===== config.mk =====
export PLATFORM = sky130hd
export DESIGN_NAME = pc_seq
export DESIGN_NICKNAME = d
export VERILOG_FILES = /design/src/rtl/pc_seq_pkg.sv /design/src/rtl/pc_src_sel.sv /design/src/rtl/pc_next_mux.sv /design/src/rtl/pc_ret_stack.sv /design/src/rtl/pc_seq.sv
export SDC_FILE = /design/constraint.sdc
export NUM_CORES = 1
export LEC_CHECK = 0
export BUFFER_PORTS_ARGS = -buffer_cell sky130_fd_sc_hd__buf_2
export CAP_MARGIN = 20
export CORE_MARGIN = 2
export CORE_UTILIZATION = 40
export CTS_CLUSTER_DIAMETER = 30
export CTS_CLUSTER_SIZE = 12
export DETAILED_ROUTE_END_ITERATION = 7
export GPL_TIMING_DRIVEN = 0
export PLACE_DENSITY = 0.67
export SLEW_MARGIN = 20
export SYNTH_ARGS = -nofsm -noshare
export SYNTH_HDL_FRONTEND = slang
export SYNTH_SLANG_ARGS = --single-unit

===== constraint.sdc =====
create_clock -name clk -period 3.2 [get_ports clk]
set_input_delay 0.32 -clock clk [delete_from_list [all_inputs] [get_ports clk]]
set_output_delay 0.32 -clock clk [all_outputs]
set_load 0.02 [all_outputs]

===== src/rtl/pc_seq_pkg.sv =====
package pc_seq_pkg;
  typedef enum logic [2:0] {
    SRC_HOLD = 3'd0,
    SRC_SEQ  = 3'd1,
    SRC_JUMP = 3'd2,
    SRC_CALL = 3'd3,
    SRC_RET  = 3'd4,
    SRC_LOW  = 3'd5
  } pc_src_t;
endpackage


===== src/rtl/pc_src_sel.sv =====
module pc_src_sel
  import pc_seq_pkg::*;
(
  input  logic    step,
  input  logic    do_jump,
  input  logic    do_call,
  input  logic    do_ret,
  input  logic    do_pcl_wr,
  output pc_src_t src
);
  // return > call > jump > low-byte write > sequential
  always_comb begin
    if (!step)          src = SRC_HOLD;
    else if (do_ret)    src = SRC_RET;
    else if (do_call)   src = SRC_CALL;
    else if (do_jump)   src = SRC_JUMP;
    else if (do_pcl_wr) src = SRC_LOW;
    else                src = SRC_SEQ;
  end
endmodule


===== src/rtl/pc_next_mux.sv =====
module pc_next_mux
  import pc_seq_pkg::*;
#(
  parameter int PC_W  = 11,
  parameter int JA_W  = 10,
  parameter int LOW_W = 8,
  localparam int HB_W = PC_W - LOW_W,
  localparam int TOPW = PC_W - JA_W
) (
  input  pc_src_t           src,
  input  logic [PC_W-1:0]   pc,
  input  logic [JA_W-1:0]   addr_field,
  input  logic [LOW_W-1:0]  data_low,
  input  logic [HB_W-1:0]   hb,
  input  logic [PC_W-1:0]   stack_top,
  output logic [PC_W-1:0]   pc_inc,
  output logic [PC_W-1:0]   pc_next
);
  logic [PC_W-1:0] far_target;

  assign pc_inc     = pc + PC_W'(1);
  assign far_target = {hb[HB_W-1 -: TOPW], addr_field};

  always_comb begin
    unique case (src)
      SRC_SEQ:  pc_next = pc_inc;
      SRC_JUMP: pc_next = far_target;
      SRC_CALL: pc_next = far_target;
      SRC_RET:  pc_next = stack_top;
      SRC_LOW:  pc_next = {hb, data_low};
      default:  pc_next = pc;
    endcase
  end
endmodule


===== src/rtl/pc_ret_stack.sv =====
module pc_ret_stack #(
  parameter int W     = 11,
  parameter int DEPTH = 5,
  localparam int SP_W = (DEPTH > 1) ? $clog2(DEPTH) : 1
) (
  input  logic         clk,
  input  logic         rst,
  input  logic         push,
  input  logic         pop,
  input  logic [W-1:0] push_data,
  output logic [W-1:0] top_data
);
  logic [W-1:0]    ring [DEPTH];
  logic [SP_W-1:0] sp, sp_up, sp_dn;

  assign sp_up    = (sp == SP_W'(DEPTH-1)) ? '0 : sp + SP_W'(1);
  assign sp_dn    = (sp == '0) ? SP_W'(DEPTH-1) : sp - SP_W'(1);
  assign top_data = ring[sp_dn];

  // storage without reset so it maps to distributed RAM
  always_ff @(posedge clk) begin
    if (push) ring[sp] <= push_data;
  end

  always_ff @(posedge clk) begin
    if (rst)       sp <= '0;
    else if (push) sp <= sp_up;
    else if (pop)  sp <= sp_dn;
  end
endmodule


===== src/rtl/pc_seq.sv =====
module pc_seq
  import pc_seq_pkg::*;
#(
  parameter int PC_W  = 11,
  parameter int JA_W  = 10,
  parameter int LOW_W = 8,
  parameter int DEPTH = 5,
  localparam int HB_W = PC_W - LOW_W
) (
  input  logic             clk,
  input  logic             rst,
  input  logic             step,
  input  logic             do_jump,
  input  logic             do_call,
  input  logic             do_ret,
  input  logic             do_pcl_wr,
  input  logic             hb_wr,
  input  logic [JA_W-1:0]  addr_field,
  input  logic [LOW_W-1:0] data_in,
  output logic [PC_W-1:0]  pc_out,
  output logic [LOW_W-1:0] pcl_rd,
  output logic [HB_W-1:0]  hb_out
);
  pc_src_t          src;
  logic [PC_W-1:0]  pc_q, pc_inc, pc_next, top;
  logic [LOW_W-1:0] pcl_q;
  logic [HB_W-1:0]  hb_q;

  pc_src_sel u_sel (
    .step(step), .do_jump(do_jump), .do_call(do_call),
    .do_ret(do_ret), .do_pcl_wr(do_pcl_wr), .src(src)
  );

  pc_next_mux #(.PC_W(PC_W), .JA_W(JA_W), .LOW_W(LOW_W)) u_mux (
    .src(src), .pc(pc_q), .addr_field(addr_field), .data_low(data_in),
    .hb(hb_q), .stack_top(top), .pc_inc(pc_inc), .pc_next(pc_next)
  );

  pc_ret_stack #(.W(PC_W), .DEPTH(DEPTH)) u_stk (
    .clk(clk), .rst(rst),
    .push(src == SRC_CALL), .pop(src == SRC_RET),
    .push_data(pc_inc), .top_data(top)
  );

  always_ff @(posedge clk) begin
    if (rst) begin
      pc_q  <= '0;
      pcl_q <= '0;
      hb_q  <= '0;
    end else begin
      pc_q  <= pc_next;
      pcl_q <= pc_next[LOW_W-1:0];
      if (step && hb_wr) hb_q <= data_in[HB_W-1:0];
    end
  end

  assign pc_out = pc_q;
  assign pcl_rd = pcl_q;
  assign hb_out = hb_q;
endmodule


== Yosys cells after proc, flatten, opt, wreduce, memory -nomap -nowiden ==
Memories as Yosys holds them, arrays and structs flattened.
Cells that the tools add are included.
Storage, ports and cells
  bits in registers: 17
  RAM bits: 55
  input bits: 26
  word-level logic and storage cells: 31
  memories: 1
Operators by class
  $add $sub $neg: 3
  eq/ne operators: 6
  mux-type cells: 12
  reductions and logical operators: 5
Memories
  u_stk.ring: depth 5, bits a word 11, read ports 1, clocked after Yosys merged registers in 0, write ports 1, RTL line pc_ret_stack.sv:13  | logic [W-1:0] ring [DEPTH];
Operators with widths (number)
  case mux 11 bit (4 select lines): 1
  2-to-1 mux 3 bit: 9
  adder 11 x 1 -> 11 bit, second input constant: 1
  equality test 3 bit, second input constant: 3
  equality test 3 x 2 -> 1 bit, second input constant: 2
  nonzero test 4 bit: 1
  adder 3 x 1 -> 3 bit, second input constant: 1
  equality test 3 x 1 -> 1 bit, second input constant: 1
  zero test 3 bit: 1
  subtractor 3 x 1 -> 3 bit, second input constant: 1
  2-to-1 mux 1 bit: 2
  nonzero test 2 bit: 1
  OR reduction 2 bit: 1
  logical AND 1 bit: 1

== Longest topological paths before layout ==
Gate-level depths: netlist of the first run.
  depth after elaboration: 8
  depth in mapped cells: 9
  gate-level depth less buffers: 6

== Modules after synthesis ==
A second synthesis of the first run with hierarchy kept.
Second synthesis, totals
  cell total of the unflattened synthesis: 323
  area total of the unflattened synthesis: 3789.9 um^2
Modules (own cells, without submodules)
  pc_ret_stack: instances 1, cells each 149, area an instance 2453.6 um^2
  pc_next_mux: instances 1, cells each 120, area an instance 790.8 um^2
  pc_seq: instances 1, cells each 46, area an instance 503.0 um^2
  pc_src_sel: instances 1, cells each 8, area an instance 42.5 um^2

== Worst setup path before layout of the first run ==
No wires, ideal clock.
  kind: reg2reg
  from: register u_stk.sp[0]
  to: memory u_stk.ring[3][0], enable pin
  library setup time: 0.408 ns
  data arrival time: 2.102 ns
  path slack: 0.690 ns
  stages on the path, launching flop included: 5
  buffers on the path: 2
  clock period less this slack: 2.510 ns
  cell sequence: dfxtp_1 buf_2 buf_2 inv_1 nor4_1
RTL lines
  start: declaration: RTL line pc_ret_stack.sv:14  | logic [SP_W-1:0] sp, sp_up, sp_dn;
  start signal: assignment: RTL line pc_ret_stack.sv:27  | else if (push) sp <= sp_up;
  start signal: assignment: RTL line pc_ret_stack.sv:28  | else if (pop) sp <= sp_dn;
  end: declaration: RTL line pc_ret_stack.sv:13
No word-level cell before the write port.

== Worst setup path in the final report of the first run ==
  from: register u_stk.sp[0]
  to: register pc_q[6] (netlist: pc_out[6])
On the way
  word-level cells in the longest chain between the ends: 4
  elaborated cells on any way between the ends: 5
  those cells by class: 1 x add/sub; 2 x mux; 1 x reduce/logical; 1 x memory
RTL lines
  subtractor 3 x 1 -> 3 bit / zero test 3 bit (equally long branches): RTL line pc_ret_stack.sv:17  | assign sp_dn = (sp == '0) ? SP_W'(DEPTH-1) : sp - SP_W'(1);
  2-to-1 mux 3 bit *: RTL line pc_ret_stack.sv:17
  memory (5 x 11 bit) *
  case mux 11 bit (4 select lines) *: RTL line pc_next_mux.sv:25  | unique case (src)
  end signal: assignment: RTL line pc_seq.sv:51  | pc_q <= pc_next;
  end: declaration: RTL line pc_seq.sv:25  | logic [PC_W-1:0] pc_q, pc_inc, pc_next, top;
Every way passes the cells marked *; elsewhere a longest branch is shown, timed or not.
A chain may end at the register's enable or synchronous reset.

==> metrics.cfg, run 1 <==
[grt]
grt_pass1_vias=2761
grt_pass1_wl_um=15000
antenna_found_initial=0
grt-ovfl-total=0
grt_max_degree=13
track_usage_pct=19.9

[final_layout]
drive_gt1_share_pct=28.2
layout.nets=398
regArea_um2=1990
multi_input_area_um2=1500
fillerInstances=814
final_cell_area_um2=4290
syn2layout_area_growth_pct=17.2
diodes=0
instances_no_fill=481

[outcome]
status=complete, no violations

[yosys]
syn_nets=335
synth_cell_type_count=59
synth_seq_area_share_pct=54.5
ys.flop_type=edfxtp_1
synth_async_sr_flop_share_pct=0
netlist_area_um2=3660
syn_avg_cell_area_um2=12.0
synth_edf_count=55
synthesis.yosys.warnings=0
syn_inst=305
ys_ff_latch=72

[sta]
grt_setup_unrepaired=no
finalMaxSlewViolations=0
finalSetupViolations=0
max_slew_margin_pct=40.3
hold_violations=0
fmax_mhz=334
fin_worst_skew_ns=0.00640
post-route-period-util_pct=93.5
worst_pin_slew_ns=0.888
layout_setup_ws_ns=0.207
period_minus_slack_ns=2.99

[clock_tree]
cts-root-buf=clkbuf_8
clkLatencyLatePin_ns=0.35
cts.htree.levels=3
numCtsBuffers=9
cts_max_path_buffers=2
cts.sinks=72
ctsHoldBuffers=0
cts_tree=yes
path_clk_slew_ns=0.08

[setup_path]
crit_path_end=pc_out[6]
critPathLaunchType=flip-flop
critPathArrivalTime_ns=3.25
r2r_slack_ns=0.21
crit_fanout=10
crit_type=flip-flop to flip-flop
setup.worst_path.end_class=flip-flop
r2r_start=u_stk.sp[0]
r2r-end=pc_out[6]
reg2reg_depth=9
crit_start=u_stk.sp[0]
cp_data_required_time_ns=3.46

[placed_design]
pre_cts_slack_ns=0.175
io_buffers=44
placed_area_um2=4100
dp.cells=465
gp_congestion=0.893
dp_hpwl_um=6900

[drt]
vias=2805
wl_per_cell_um=19.5
wl_um=9380
first_pass_iters=8
postRouteAntennaNets=0
viasPerCell=5.83
dr.first_iter.drc_count=206
drcViolationCount=0

[die]
core.rowCount=34
die-area_um2=9920
core_area_um2=8810
start_util_pct=41.5
io_pins=48
die_w_um=99.6
die-height_um=99.6

[hold_path]
hold_class=input port to flip-flop

[pwr]
power_density_nw_per_um2=482
vdd.ir_drop.worst_uv=327
p_leak_nw=1.55

[run]
cap_violations=0

## timing repair
action | in CTS | in global routing
resized for setup | 0 | 1
setup endpoints to repair | 0 | 1
setup buffers | 0 | 0
## layer usage
metal	global-route usage (%)	vias up	wire length (µm)	share of wire, %
met4	8.01	0	181	1.9
met5	0	-	0	0
met1	27.7	1333	4110	44
li1	-	1330	-	-
met2	30.8	121	4420	47
met3	3.72	21	659	7.0
## layout by cell type, fill, tap and decap left out, types with 3 or more instances in the layout
master | synthesis | routed
nand4_1 | 3 | 3
a31o_2 | 3 | 3
a21oi_1 | 11 | 11
buf_2 | 7 | 53
mux2_2 | 5 | 5
a2bb2oi_1 | 5 | 5
nand2_1 | 16 | 16
nand3_1 | 9 | 9
clkbuf_1 | 8 | 8
a211oi_1 | 3 | 3
nor3_1 | 6 | 5
clkbuf_8 | 0 | 9
nor2_1 | 9 | 8
nor4_2 | 0 | 4
edfxtp_1 | 55 | 55
buf_4 | 9 | 15
o311ai_0 | 4 | 4
xor2_1 | 6 | 6
dfxtp_1 | 17 | 17
o22ai_1 | 3 | 3
inv_1 | 9 | 9
o21ai_0 | 16 | 16
or4b_1 | 4 | 4
a22oi_1 | 9 | 9
a31oi_1 | 4 | 4
a221oi_1 | 8 | 8
xnor2_1 | 3 | 3
nand2b_1 | 5 | 5
mux2i_1 | 21 | 21
ha_1 | 4 | 4
## state kept, by name, indices dropped and copies added (netlist names)
register	count
u_stk.sp	3
u_stk.ring	55
hb_out	3
pc_out	11
## worst max-delay path, cell delays in order, from the launching register on
cell	delay, ns
dfxtp_1	0.36
buf_2	0.27
buf_2	0.34
inv_1	0.19
ha_1	0.27
buf_6	0.15
or3_4	0.39
a21oi_4	0.34
o311ai_0	0.29
a211oi_1	0.28
## power breakdown
| group | total [mW] | leakage [nW] | internal (mW) | switching (mW) |
|---|---|---|---|---|
| clock | 0.696 | 0.0901 | 0.352 | 0.345 |
| combinational | 0.315 | 0.811 | 0.120 | 0.195 |
| sequential | 1.05 | 0.647 | 1.03 | 0.0223 |
| total | 2.07 | 1.55 | 1.50 | 0.562 |
## cell type report
class / instances / share of cell area, %
sequential: 72 / 46.5
multi-input combinational: 196 / 35.0
timing repair buffer: 52 / 6.42
buffer: 28 / 3.82
tap: 108 / 3.15
clock buffer: 9 / 2.89
clock inverter: 7 / 1.46
inverter: 9 / 0.788
## worst min path at each step
| stage | depth (start not counted) | slack (ns) | startpoint | endpoint |
|---|---|---|---|---|
| 6_report | 3 | 0.22 | data_in[2] | hb_out[2] |
| 5_1_grt | 3 | 0.22 | data_in[2] | hb_out[2] |
| 4_1_cts | 3 | 0.22 | data_in[2] | hb_out[2] |
| 3_5_place_dp | 2 | 0.46 | hb_out[1] | hb_out[1] |
| 3_3_place_gp | 2 | 0.46 | hb_out[0] | hb_out[0] |
| 2_1_floorplan | 2 | 0.47 | data_in[0] | hb_out[0] |
## kinds of logic (layout without fill, tap and decap cells)
logic type | after synthesis | after routing | synth area share, %
buffers and inverters | 37 | 105 | 5.41
muxes | 27 | 27 | 7.91
and+or+nand+nor | 70 | 70 | 10.9
AOI/OAI and AO/OA | 86 | 86 | 17.8
xor gates and xnor gates | 9 | 9 | 2.16
adders and majority gates | 4 | 4 | 1.37
DFF | 72 | 72 | 54.5
## metrics by stage
step | hold slack (ns) | TNS (ns) | util [%] | total power, mW
2_1_floorplan | 0.468 | 0 | - | 1.28
5_1_grt | 0.221 | 0 | 48.7 | 2.14
4_1_cts | 0.218 | 0 | 48.6 | 2.07
3_3_place_gp | 0.461 | -19.84 | 45.6 | 1.38
6_report | 0.225 | 0 | 48.7 | 2.07
3_5_place_dp | 0.464 | 0 | 46.5 | 1.39
## synthesized netlist by cell type (2+ instances only)
cell       instances  area [µm²]
a211oi_1           3        22.5
a21oi_1           11        55.1
a221oi_1           8        70.1
a22oi_1            9        67.6
a2bb2oi_1          5        43.8
a311oi_1           2        17.5
a31o_2             3        26.3
a31oi_1            4        25.0
buf_2              7        35.0
buf_4              9        67.6
buf_6              2        22.5
clkbuf_1           8        30.0
dfxtp_1           17         340
edfxtp_1          55        1650
ha_1               4        50.1
inv_1              9        33.8
mux2_2             5        56.3
mux2i_1           21         210
nand2_1           16        60.1
nand2b_1           5        31.3
nand3_1            9        45.0
nand3b_1           2        15.0
nand4_1            3        18.8
nor2_1             9        33.8
nor3_1             6        30.0
nor4_1             6        37.5
o2111ai_1          2        17.5
o21a_1             2        15.0
o21ai_0           16        80.1
o22ai_1            3        18.8
o311ai_0           4        35.0
o41a_1             2        22.5
o41ai_1            2        17.5
or4b_1             4        40.0
xnor2_1            3        26.3
xor2_1             6        52.6
Note: power is estimated with default switching activity, not from simulation.
==> run 2: changes to the inputs <==
--- a/config.mk
+++ b/config.mk
@@ -13,7 +13,7 @@
 export CTS_CLUSTER_SIZE = 12
 export DETAILED_ROUTE_END_ITERATION = 7
 export GPL_TIMING_DRIVEN = 0
-export PLACE_DENSITY = 0.67
+export PLACE_DENSITY = 0.69
 export SLEW_MARGIN = 20
 export SYNTH_ARGS = -nofsm -noshare
 export SYNTH_HDL_FRONTEND = slang
==> constraint.sdc (replaced) <==
create_clock -name clk -period 2.51 [get_ports clk]
set_input_delay 0.251 -clock clk [delete_from_list [all_inputs] [get_ports clk]]
set_output_delay 0.251 -clock clk [all_outputs]
set_load 0.02 [all_outputs]
==> metrics.cfg, run 2 (synthesized netlist as in run 1, its figures left out) <==
[sta]
max_slew_margin_pct=47.7
grt_setup_unrepaired=no
layout_setup_ws_ns=0.119
post-route-period-util_pct=95.2
worst_pin_slew_ns=0.778
fin_worst_skew_ns=0.0101
finalMaxSlewViolations=0
period_minus_slack_ns=2.39
whs_ns=0.161
fmax_mhz=418
final.setup.tns_ns=0
finalSetupViolations=0
hold_violations=0

[die]
core.rowCount=34
die-height_um=99.6
core_area_um2=8810
io_pins=48
die_w_um=99.6
start_util_pct=41.5
die-area_um2=9920

[clock_tree]
cts.htree.levels=3
numCtsBuffers=9
cts_tree=yes
cts_max_path_buffers=2
path_clk_slew_ns=0.08
ctsHoldBuffers=0
cts.sinks=72
clkLatencyLatePin_ns=0.35
cts-root-buf=clkbuf_8

[setup_path]
crit_fanout=19
r2r_start=u_stk.sp[0]
cp.depth=9
cp_data_required_time_ns=2.78
critPathTopFamily=buffers and inverters
slowest_stage=or3_4
critPathBufInv=4
critPathLaunchType=flip-flop
crit_path_end=pc_out[6]
crit_start=u_stk.sp[0]
crit_type=flip-flop to flip-flop
slowest_delay_ns=0.40
r2r_slack_ns=0.12
setup.worst_path.end_class=flip-flop
critPathArrivalTime_ns=2.66
reg2reg_depth=9
r2r-end=pc_out[6]
path_cells=buf_8 > clkinvlp_4 > ha_1 > buf_6 > or3_4 > a21oi_4 > buf_12 > o311ai_1 > a211oi_1

[hold_path]
min_path_cells=3
hold_class=input port to flip-flop

[pwr]
vdd.ir_drop.worst_uv=445
p_int_mw=2.05
power_density_nw_per_um2=630
p_sw_share_pct=26.0
clock_power_share_pct=36.0
power_frac_seq_pct=48.7
report.power.total_mw=2.76
p_comb_share_pct=15.3
p_sw_uw=717
p_leak_nw=1.59

[placed_design]
gp_congestion=0.945
dp_hpwl_um=6970
placed_area_um2=4090
pre_cts_slack_ns=-0.480
io_buffers=44
dp.cells=465

[grt]
grt_pass1_vias=2813
grt_pass1_wl_um=15100
grt_max_degree=14
track_usage_pct=20.0
antenna_found_initial=0
grt-ovfl-total=0

[final_layout]
instances_no_fill=485
regArea_um2=1990
drive_gt1_share_pct=29.4
utilization_pct=49.8
final_cell_area_um2=4380
top_register=u_stk.ring
multi_input_area_um2=1510
fillerInstances=771
largest_reg_flops=55
layout.nets=402
diodes=0
layout_common_cells=edfxtp_1, buf_2, mux2i_1
syn2layout_area_growth_pct=19.9
final_common_cell=edfxtp_1

[drt]
vias=2914
postRouteAntennaNets=0
wl_per_cell_um=19.8
drcViolationCount=0
wl_um=9590
viasPerCell=6.01
first_pass_iters=5
dr.first_iter.drc_count=329

[outcome]
status=complete, no violations

[run]
cap_violations=0

## run 2: changes by cell type in the layout (fill, tap and decap cells not counted), moves of 2 or more
cell and change:
o311ai_1 +3, clkinv_4 +2, o311ai_0 -3, buf_12 +2, clkinv_1 -2, clkbuf_1 +2
## run 2: repair_timing
item,CTS,global route
endpoints found under the setup margin,18,6
pin swaps,2,3
gates cloned,0,0
setup buffers,3,2
gates resized for setup,10,3
## run 2: worst min path at each step
stage	endpoint	start	slack [ns]
after floorplan	hb_out[0]	data_in[0]	0.40
after CTS	hb_out[2]	data_in[2]	0.15
after global routing	hb_out[2]	data_in[2]	0.17
final	hb_out[2]	data_in[2]	0.16
after global placement	hb_out[0]	hb_out[0]	0.46
after detailed placement	hb_out[2]	hb_out[2]	0.47
## run 2: power by group through the flow
stage	logic, mW	clock network, mW	registers [mW]
finish	0.423	0.994	1.35
global route	0.454	1.07	1.35
CTS	0.417	1.01	1.34
detailed placement	0.398	0	1.37
global placement	0.384	0	1.37
floorplan	0.250	0	1.38
## run 2: area by class of cell
class / count / share of cell area [%]
buffer: 27 / 3.85
clock buffer: 11 / 3.00
clock inverter: 5 / 1.88
inverter: 9 / 0.856
multi-input combinational: 196 / 34.3
sequential: 72 / 45.5
tap: 108 / 3.08
timing repair buffer: 57 / 7.53
## run 2: layer usage
metal / wire [µm] / vias to the layer above / part of all wire, % / global-route usage, %
met5: 0 / - / 0 / 0
met4: 192 / 0 / 2.0 / 5.58
met3: 694 / 25 / 7.2 / 5.34
met2: 4610 / 146 / 48 / 31.5
met1: 4100 / 1411 / 43 / 27.4
li1: - / 1332 / - / -
## run 2: worst register-to-register path: stages, from the launching register on
cell and delay, ns:
dfxtp_2 0.37, buf_8 0.21, clkinvlp_4 0.17, ha_1 0.25, buf_6 0.15, or3_4 0.40
a21oi_4 0.24, buf_12 0.15, o311ai_1 0.13, a211oi_1 0.25
